--- config.mk ---
export PLATFORM = sky130hd
export DESIGN_NAME = sreg_port
export DESIGN_NICKNAME = d
export VERILOG_FILES = /design/src/rtl/sreg_pkg.sv /design/src/rtl/sreg_sync.sv /design/src/rtl/sreg_edge.sv /design/src/rtl/sreg_rx.sv /design/src/rtl/sreg_tx.sv /design/src/rtl/sreg_port.sv
export SDC_FILE = /design/constraint.sdc
export NUM_CORES = 1
export LEC_CHECK = 0
export CAP_MARGIN = 10
export CORE_ASPECT_RATIO = 1.4
export CORE_MARGIN = 1
export CORE_UTILIZATION = 40
export DETAILED_ROUTE_END_ITERATION = 10
export SLEW_MARGIN = 30
export SYNTH_ARGS = -nofsm -noshare
export SYNTH_HDL_FRONTEND = slang
export SYNTH_SLANG_ARGS = --single-unit
--- constraint.sdc ---
create_clock -name clk_i -period 3.5 [get_ports clk_i]
set_input_delay 0.7 -clock clk_i [delete_from_list [all_inputs] [get_ports clk_i]]
set_output_delay 0.7 -clock clk_i [all_outputs]
set_load 0.05 [all_outputs]
--- src/rtl/sreg_pkg.sv ---
package sreg_pkg;
  localparam int unsigned ADDR_W_DEF = 5;
  localparam int unsigned DATA_W_DEF = 8;
  // direction, reserved and burst bits around the address
  localparam int unsigned CTL_EXTRA  = 3;
  typedef enum logic [1:0] {PH_CTL, PH_DATA, PH_DONE} phase_e;
endpackage

--- src/rtl/sreg_sync.sv ---
module sreg_sync #(
  parameter int unsigned W      = 1,
  parameter int unsigned STAGES = 2,
  parameter logic [W-1:0] RST_VAL = '0
) (
  input  logic         clk_i,
  input  logic         rst_ni,
  input  logic [W-1:0] d_i,
  output logic [W-1:0] q_o
);
  logic [W-1:0] stg_q [STAGES];

  always_ff @(posedge clk_i or negedge rst_ni) begin
    if (!rst_ni) begin
      for (int s = 0; s < STAGES; s++) stg_q[s] <= RST_VAL;
    end else begin
      stg_q[0] <= d_i;
      for (int s = 1; s < STAGES; s++) stg_q[s] <= stg_q[s-1];
    end
  end

  assign q_o = stg_q[STAGES-1];
endmodule

--- src/rtl/sreg_edge.sv ---
module sreg_edge (
  input  logic clk_i,
  input  logic rst_ni,
  input  logic sclk_i,
  input  logic cs_ni,
  input  logic in_edge_i,
  input  logic out_edge_i,
  output logic act_o,
  output logic smp_o,
  output logic drv_o
);
  logic sclk_q, rise, fall;

  always_ff @(posedge clk_i or negedge rst_ni) begin
    if (!rst_ni) sclk_q <= 1'b0;
    else         sclk_q <= sclk_i;
  end

  assign rise  = sclk_i & ~sclk_q;
  assign fall  = ~sclk_i & sclk_q;
  assign act_o = ~cs_ni;
  assign smp_o = act_o & (in_edge_i  ? fall : rise);
  assign drv_o = act_o & (out_edge_i ? rise : fall);
endmodule

--- src/rtl/sreg_rx.sv ---
module sreg_rx
  import sreg_pkg::*;
#(
  parameter int unsigned ADDR_W = ADDR_W_DEF,
  parameter int unsigned DATA_W = DATA_W_DEF
) (
  input  logic              clk_i,
  input  logic              rst_ni,
  input  logic              act_i,
  input  logic              smp_i,
  input  logic              sdi_i,
  output logic              rd_o,
  output logic              wr_o,
  output logic [ADDR_W-1:0] addr_o,
  output logic [DATA_W-1:0] wdata_o,
  output logic              rd_phase_o
);
  localparam int unsigned CTL_W   = ADDR_W + CTL_EXTRA;
  localparam int unsigned SH_W    = (CTL_W > DATA_W) ? CTL_W : DATA_W;
  localparam int unsigned CNT_W   = $clog2(SH_W);
  localparam int unsigned CTL_OFS = SH_W - CTL_W;
  localparam int unsigned DAT_OFS = SH_W - DATA_W;

  logic [SH_W-1:0]   sh_q, sh_nx;
  logic [CNT_W-1:0]  cnt_q;
  phase_e            ph_q;
  logic              dir_q, burst_q, last;
  logic [ADDR_W-1:0] ptr_q, ptr_inc;

  // bits arrive LSB first, so shift toward bit 0
  assign sh_nx   = {sdi_i, sh_q[SH_W-1:1]};
  assign last    = (ph_q == PH_CTL) ? (cnt_q == CNT_W'(CTL_W-1))
                                    : (cnt_q == CNT_W'(DATA_W-1));
  assign ptr_inc = ptr_q + 1'b1;

  always_ff @(posedge clk_i or negedge rst_ni) begin
    if (!rst_ni) begin
      sh_q    <= '0;
      cnt_q   <= '0;
      ph_q    <= PH_CTL;
      dir_q   <= 1'b0;
      burst_q <= 1'b0;
      ptr_q   <= '0;
      rd_o    <= 1'b0;
      wr_o    <= 1'b0;
      addr_o  <= '0;
      wdata_o <= '0;
    end else begin
      rd_o <= 1'b0;
      wr_o <= 1'b0;
      if (!act_i) begin
        ph_q  <= PH_CTL;
        cnt_q <= '0;
      end else if (smp_i && ph_q != PH_DONE) begin
        sh_q  <= sh_nx;
        cnt_q <= last ? '0 : cnt_q + 1'b1;
        if (last) begin
          if (ph_q == PH_CTL) begin
            dir_q   <= sh_nx[CTL_OFS];
            ptr_q   <= sh_nx[CTL_OFS+1 +: ADDR_W];
            burst_q <= sh_nx[SH_W-1];
            ph_q    <= PH_DATA;
            if (sh_nx[CTL_OFS]) begin
              rd_o   <= 1'b1;
              addr_o <= sh_nx[CTL_OFS+1 +: ADDR_W];
            end
          end else begin
            if (!dir_q) begin
              wr_o    <= 1'b1;
              addr_o  <= ptr_q;
              wdata_o <= sh_nx[DAT_OFS +: DATA_W];
            end
            if (burst_q) begin
              ptr_q <= ptr_inc;
              if (dir_q) begin
                rd_o   <= 1'b1;
                addr_o <= ptr_inc;
              end
            end else begin
              ph_q <= PH_DONE;
            end
          end
        end
      end
    end
  end

  assign rd_phase_o = act_i & dir_q & (ph_q != PH_CTL);
endmodule

--- src/rtl/sreg_tx.sv ---
module sreg_tx #(
  parameter int unsigned DATA_W = 8
) (
  input  logic              clk_i,
  input  logic              rst_ni,
  input  logic              act_i,
  input  logic              drv_i,
  input  logic              load_i,
  input  logic [DATA_W-1:0] data_i,
  output logic              sdo_o
);
  localparam int unsigned LEFT_W = $clog2(DATA_W + 1);

  logic [DATA_W-1:0] sh_q;
  logic [LEFT_W-1:0] left_q;

  always_ff @(posedge clk_i or negedge rst_ni) begin
    if (!rst_ni) begin
      sh_q   <= '0;
      left_q <= '0;
      sdo_o  <= 1'b0;
    end else if (!act_i) begin
      left_q <= '0;
      sdo_o  <= 1'b0;
    end else begin
      if (drv_i && left_q != '0) begin
        sdo_o  <= sh_q[0];
        sh_q   <= sh_q >> 1;
        left_q <= left_q - 1'b1;
      end
      if (load_i) begin
        sh_q   <= data_i;
        left_q <= LEFT_W'(DATA_W);
      end
    end
  end
endmodule

--- src/rtl/sreg_port.sv ---
module sreg_port
  import sreg_pkg::*;
#(
  parameter int unsigned ADDR_W = ADDR_W_DEF,
  parameter int unsigned DATA_W = DATA_W_DEF,
  parameter int unsigned SYNC_N = 2
) (
  input  logic              clk_i,
  input  logic              rst_ni,
  input  logic              cs_ni,
  input  logic              sclk_i,
  input  logic              sdi_i,
  input  logic              in_edge_i,
  input  logic              out_edge_i,
  output logic              sdo_o,
  output logic              sdo_en_o,
  output logic              reg_rd_o,
  output logic              reg_wr_o,
  output logic [ADDR_W-1:0] reg_addr_o,
  output logic [DATA_W-1:0] reg_wdata_o,
  input  logic [DATA_W-1:0] reg_rdata_i
);
  logic cs_s, sclk_s, sdi_s;
  logic act, smp, drv, rd_phase, load_q;

  sreg_sync #(.W(3), .STAGES(SYNC_N), .RST_VAL(3'b100)) u_sync (
    .clk_i (clk_i),
    .rst_ni(rst_ni),
    .d_i   ({cs_ni, sclk_i, sdi_i}),
    .q_o   ({cs_s, sclk_s, sdi_s})
  );

  sreg_edge u_edge (
    .clk_i     (clk_i),
    .rst_ni    (rst_ni),
    .sclk_i    (sclk_s),
    .cs_ni     (cs_s),
    .in_edge_i (in_edge_i),
    .out_edge_i(out_edge_i),
    .act_o     (act),
    .smp_o     (smp),
    .drv_o     (drv)
  );

  sreg_rx #(.ADDR_W(ADDR_W), .DATA_W(DATA_W)) u_rx (
    .clk_i     (clk_i),
    .rst_ni    (rst_ni),
    .act_i     (act),
    .smp_i     (smp),
    .sdi_i     (sdi_s),
    .rd_o      (reg_rd_o),
    .wr_o      (reg_wr_o),
    .addr_o    (reg_addr_o),
    .wdata_o   (reg_wdata_o),
    .rd_phase_o(rd_phase)
  );

  // read data returns one cycle after the strobe
  always_ff @(posedge clk_i or negedge rst_ni) begin
    if (!rst_ni) load_q <= 1'b0;
    else         load_q <= reg_rd_o;
  end

  sreg_tx #(.DATA_W(DATA_W)) u_tx (
    .clk_i (clk_i),
    .rst_ni(rst_ni),
    .act_i (act),
    .drv_i (drv),
    .load_i(load_q),
    .data_i(reg_rdata_i),
    .sdo_o (sdo_o)
  );

  assign sdo_en_o = rd_phase;
endmodule

==> results of run 1 <==
per-layer routing:
layer | vias up | global-route usage (%)
li1 | 842 | -
met3 | 11 | 3.77
met2 | 38 | 28.0
met5 | - | 0
met4 | 0 | 6.46
met1 | 872 | 18.7
power breakdown:
part / internal (uW) / switching [uW] / total [uW] / leakage (uW)
Sequential: 678 / 46.3 / 724 / 0.000728
Combinational: 69.0 / 64.7 / 134 / 0.000555
Clock: 285 / 208 / 493 / 0.0000644
cell usage in the layout (no fill, tap or decap), drive strengths merged, types with 3 or more instances in the layout:
| master | netlist | layout |
|---|---|---|
| dfrtp | 53 | 53 |
| mux2 | 33 | 33 |
| clkdlybuf4s50 | 0 | 30 |
| nand2 | 15 | 15 |
| nor2 | 15 | 15 |
| o21ai | 11 | 11 |
| inv | 8 | 8 |
| nand3 | 5 | 5 |
| ha | 5 | 5 |
| clkbuf | 6 | 5 |
| nor3 | 5 | 5 |
| buf | 1 | 5 |
| a21oi | 4 | 4 |
| a22o | 4 | 4 |
| a31oi | 4 | 4 |
| and3 | 3 | 3 |
| nor2b | 3 | 3 |
| a21boi | 3 | 3 |
| o31ai | 3 | 3 |
| or3b | 3 | 3 |
layout make-up:
type	instances	area, um^2
multi-input cells	142	1090
clock inverters	3	67.6
well taps	70	87.6
inverters	9	33.8
fillers	543	2930
repair buffers	35	335
clock buffers	5	68.8
flip-flops and latches	55	1380
through the flow:
stage,cell area (um^2),hold WS [ps]
floorplan,2530,331
global placement,2920,332
detailed placement,2920,337
CTS,3060,337
global route,3060,350
finish,3060,325
final timing paths:
path | to | start | cells after the start
min in group clk_i | u_sync.q_o[0] | u_sync.stg_q[3] | 0
setup reg to reg | u_rx.wdata_o[1] | u_sync.q_o[1] | 4
hold / removal | u_rx.addr_o[3] | rst_ni | 1
hold reg to reg | u_sync.q_o[0] | u_sync.stg_q[3] | 0
max in group asynchronous | u_sync.stg_q[5] | rst_ni | 2
setup / recovery | sdo_en_o | u_sync.q_o[2] | 3
critical path, delay by kind of cell (launching register included):
kind	cells	cell delay, ps
flip-flops	1	660
AND/OR/NAND/NOR	1	250
buffers and inverters	2	980
cell families after synthesis:
kind of cell,synth area share [%]
AO/OA/AOI/OAI,13.7
XOR/XNOR,0.346
adder cells (fa/ha/maj),2.47
buffers and inverters,2.42
flip-flops,54.5
multiplexers,15.1
AND/OR/NAND/NOR,11.4
state kept, by name, indices dropped and copies added, names as in the netlist:
name           count
load_q             1
u_rx.cnt_q         3
u_rx.burst_q       1
u_edge.sclk_q      1
u_rx.rd_o          1
u_rx.wdata_o       8
u_sync.q_o         3
u_sync.stg_q       3
u_rx.ptr_q         5
u_rx.sh_q          7
u_tx.sdo_o         1
u_tx.sh_q          8
u_tx.left_q        4
u_rx.wr_o          1
u_rx.dir_q         1
u_rx.addr_o        5
u_rx.ph_q          2
==> results.toml, run 1 <==
[critical_path]
ff2ff_setup_slack_ps = 1220
setup.worst_path.class = "flop to output pin"
crit_chain = "clkinv_1 -> and3_1 -> clkdlybuf4s50_1"
startpoint_type = "flop"
crit_fanout = 9
cp-end-kind = "output pin"
cp.arrival_ps = 2220
slowest_stage = "clkdlybuf4s50_1"
max_stage_delay_ps = 700
cp_data_required_time_ps = 2800

[drt]
routed_via_density = 5.53
finalWirelength_um = 4950
drt_pass1_iterations = 4
via_count = 1763
dr_wl_met2_um = 2440
met3_length_um = 202
drt-met1-wl_um = 2200
drc = 0
detail_route.iter0.violations = 79
ant_nets = 0
wl_per_cell_um = 15.5
top_layer = "met4"

[synthesis]
synthTopCellsByArea = "dfrtp_1 (52%), mux2_2 (15%), ha_1 (2.5%), nand2_1 (2.2%), o21ai_0 (2.2%)"
yosys_warnings = 0
synth_largest_area_cell = "dfrtp_1"
synthCells = 213
synth.most_common_cell = "dfrtp_1"
avgSynthCellArea_um2 = 11.9
async_flop_share_pct = 100
yosys.area.top_type_share_pct = 52.4
synth-seq-area-share_pct = 54.5
synth_edf_count = 0
netlist_top_cells_count = "dfrtp_1 (53), mux2_2 (33), nand2_1 (15)"
synth-main-ff-cell = "dfrtp_1"
synth_cell_types = 44
ys_seq_elements = 55
synthesis.nets = 233
synth_area_um2 = 2530

[grt]
grt_use_total_pct = 15.9
grt_max_degree = 36
antenna_found_initial = 0
overflow = 0
grt_first_pass_wirelength_um = 8280
grt_pass1_vias = 1695

[sta]
period_share_pct = 83.5
maxSlewViolCount = 0
clock_skew_ps = 5.74
setup_viol = 0
rsz0062_at_grt = "false"
tightest_slew_ps = 641
fmax_mhz = 342
setup-tns-final_ps = 0
hold_violations = 0
worst_slack_ps = 577
min_period_ps = 2920
relSlewSlack_pct = 56.8

[layout]
nets = 268
post-route-util_pct = 51.1
areaGrowthSynthToFinish_pct = 21.0
drive_gt1_share_pct = 22.9
layout.cells.non_filler = 319
antenna_cells = 0

[run]
drv_cap = 0

[placement]
place_ws_ps = 478
hpwl_um = 3510
dp.cells = 311
gp_congestion = 0.846
port_buffers = 31

[clock_tree]
post-cts-setup-buffers = 0
cts_tree = "built"
cts_buffers = 5
hold_buffers = 0
post_cts_resized = 0
cts_sinks = 55
cts.clk_slew.worst_paths_ps = 100
cts_buffer_depth = 2
clk-insertion-delay-late_ps = 310
htree_levels = 2
cts_root_buffer = "clkbuf_8"

[floorplanning]
die_h_um = 96.1
start_util_pct = 42.2
fp-row-count = 33
fp.dieW_um = 69.2
io_pins = 32
coreArea_um2 = 5990
die_area_um2 = 6650

[power_and_ir_drop]
static-leakage-power_uw = 0.00135
cellPowerDensity_nw_per_um2 = 441
ir_drop_mv = 0.251
p_total_uw = 1350

[worst_hold_path]
hp-class = "input pin to async pin"

[run_status]
outcome = "finished, final reports clean"
Note: power is estimated with default switching activity, not from simulation.
==> run 2: changes to the inputs <==
==> constraint.sdc (replaced) <==
create_clock -name clk_i -period 3.05 [get_ports clk_i]
set_input_delay 0.61 -clock clk_i [delete_from_list [all_inputs] [get_ports clk_i]]
set_output_delay 0.61 -clock clk_i [all_outputs]
set_load 0.05 [all_outputs]
==> results.toml, run 2 (synthesized netlist as in run 1, its figures left out) <==
[power_and_ir_drop]
ir_drop_mv = 0.309
pwr-share-comb_pct = 11.1
p_clk_share_pct = 29.8
p_int_uw = 1040
pwr-share-seq_pct = 59.2
power_switching_uw = 355
swShare_pct = 25.4
static-leakage-power_uw = 0.00135
cellPowerDensity_nw_per_um2 = 460

[layout]
layout_common_cells = "dfrtp_1 (53), mux2_2 (33), clkdlybuf4s50_1 (30)"
areaGrowthSynthToFinish_pct = 20.3
antenna_cells = 0
largestRegisters = "u_rx.wdata_o: 8 flops, u_tx.sh_q: 8 flops, u_rx.sh_q: 7 flops"
nets = 271
drive_gt1_share_pct = 23.4
post-route-util_pct = 50.8
final_common_cell = "dfrtp_1"

[floorplanning]
fp.dieW_um = 69.2
die_area_um2 = 6650
start_util_pct = 42.2
die_h_um = 96.1
fp-row-count = 33
coreArea_um2 = 5990
io_pins = 32

[critical_path]
setup.worst_path.class = "flop to output pin"
cp-end-kind = "output pin"
cp.arrival_ps = 2090
startpoint_type = "flop"
cp_data_required_time_ps = 2440
crit_fanout = 11

[sta]
rsz0062_at_grt = "false"
relSlewSlack_pct = 56.0
tightest_slew_ps = 658
period_share_pct = 88.4
setup-tns-final_ps = 0
min_period_ps = 2700
fmax_mhz = 371
hold_violations = 0
maxSlewViolCount = 0
setup_viol = 0
clock_skew_ps = 5.20

[placement]
gp_congestion = 0.819
hpwl_um = 3420
port_buffers = 31

[drt]
via_count = 1757
wl_per_cell_um = 15.0
detail_route.iter0.violations = 79
ant_nets = 0
routed_via_density = 5.46
drt_pass1_iterations = 4
finalWirelength_um = 4840
drc = 0

[clock_tree]
cts_tree = "built"
post_cts_resized = 0
htree_levels = 2
cts_sinks = 55
cts_buffers = 5
cts_buffer_depth = 2
hold_buffers = 0
cts.clk_slew.worst_paths_ps = 100
clk-insertion-delay-late_ps = 300
cts_root_buffer = "clkbuf_8"
post-cts-setup-buffers = 0

[grt]
grt_pass1_vias = 1772
grt_first_pass_wirelength_um = 8430
overflow = 0
grt_use_total_pct = 16.1
antenna_found_initial = 0
grt_max_degree = 38

[run]
drv_cap = 0

[run_status]
outcome = "finished, final reports clean"

[worst_hold_path]
hp-class = "input pin to async pin"
[run 2: final timing paths]
| kind | slack [ps] | cells after the start | startpoint | endpoint |
|---|---|---|---|---|
| max | 350 | 3 | u_rx.ph_q[0] | sdo_en_o |
| min | 230 | 1 | rst_ni | u_tx.sh_q[3] |
| max reg2reg | 850 | 4 | u_sync.q_o[1] | u_rx.wdata_o[1] |
| min reg2reg | 350 | 0 | u_sync.stg_q[3] | u_sync.q_o[0] |
| max in group asynchronous | 1980 | 2 | rst_ni | u_sync.q_o[2] |
| min in group clk_i | 350 | 0 | u_sync.stg_q[3] | u_sync.q_o[0] |
[run 2: per-layer routing]
metal / track usage (%) / vias up / share of wire, %
met3: 3.77 / 5 / 4.4
met5: 0 / - / 0
met4: 5.44 / 0 / 0.83
met1: 20.4 / 868 / 46
li1: - / 841 / -
met2: 27.1 / 43 / 49
[run 2: cell type report]
class	instances	area, um^2
clock inverter	1	8.76
sequential	55	1380
fill	558	2950
clock buffer	7	86.3
inverter	9	33.8
multi-input combinational	142	1090
timing repair buffer	38	358
tap	70	87.6
[run 2: power groups by stage]
stage | Combinational [uW] | Clock [uW] | Sequential (uW)
global route | 175 | 466 | 840
CTS | 156 | 431 | 831
finish | 155 | 417 | 828
floorplan | 96.8 | 0 | 827
global placement | 153 | 0 | 844
detailed placement | 155 | 0 | 845
[run 2: through the flow]
stage	instances	instance area [um^2]	total power, uW	setup WS, ps	hold WS, ps
global route	322	3040	1480	277	250
finish	322	3040	1400	354	232
detailed placement	314	2950	1000	211	335
global placement	314	2950	997	213	331
floorplan	213	2530	924	746	314
CTS	322	3040	1420	349	241
[run 2: critical path, cell delays in order, from the launching register on]
cell and delay, ps:
dfrtp_1 430, or2_2 430, and3_1 220, clkdlybuf4s50_1 700
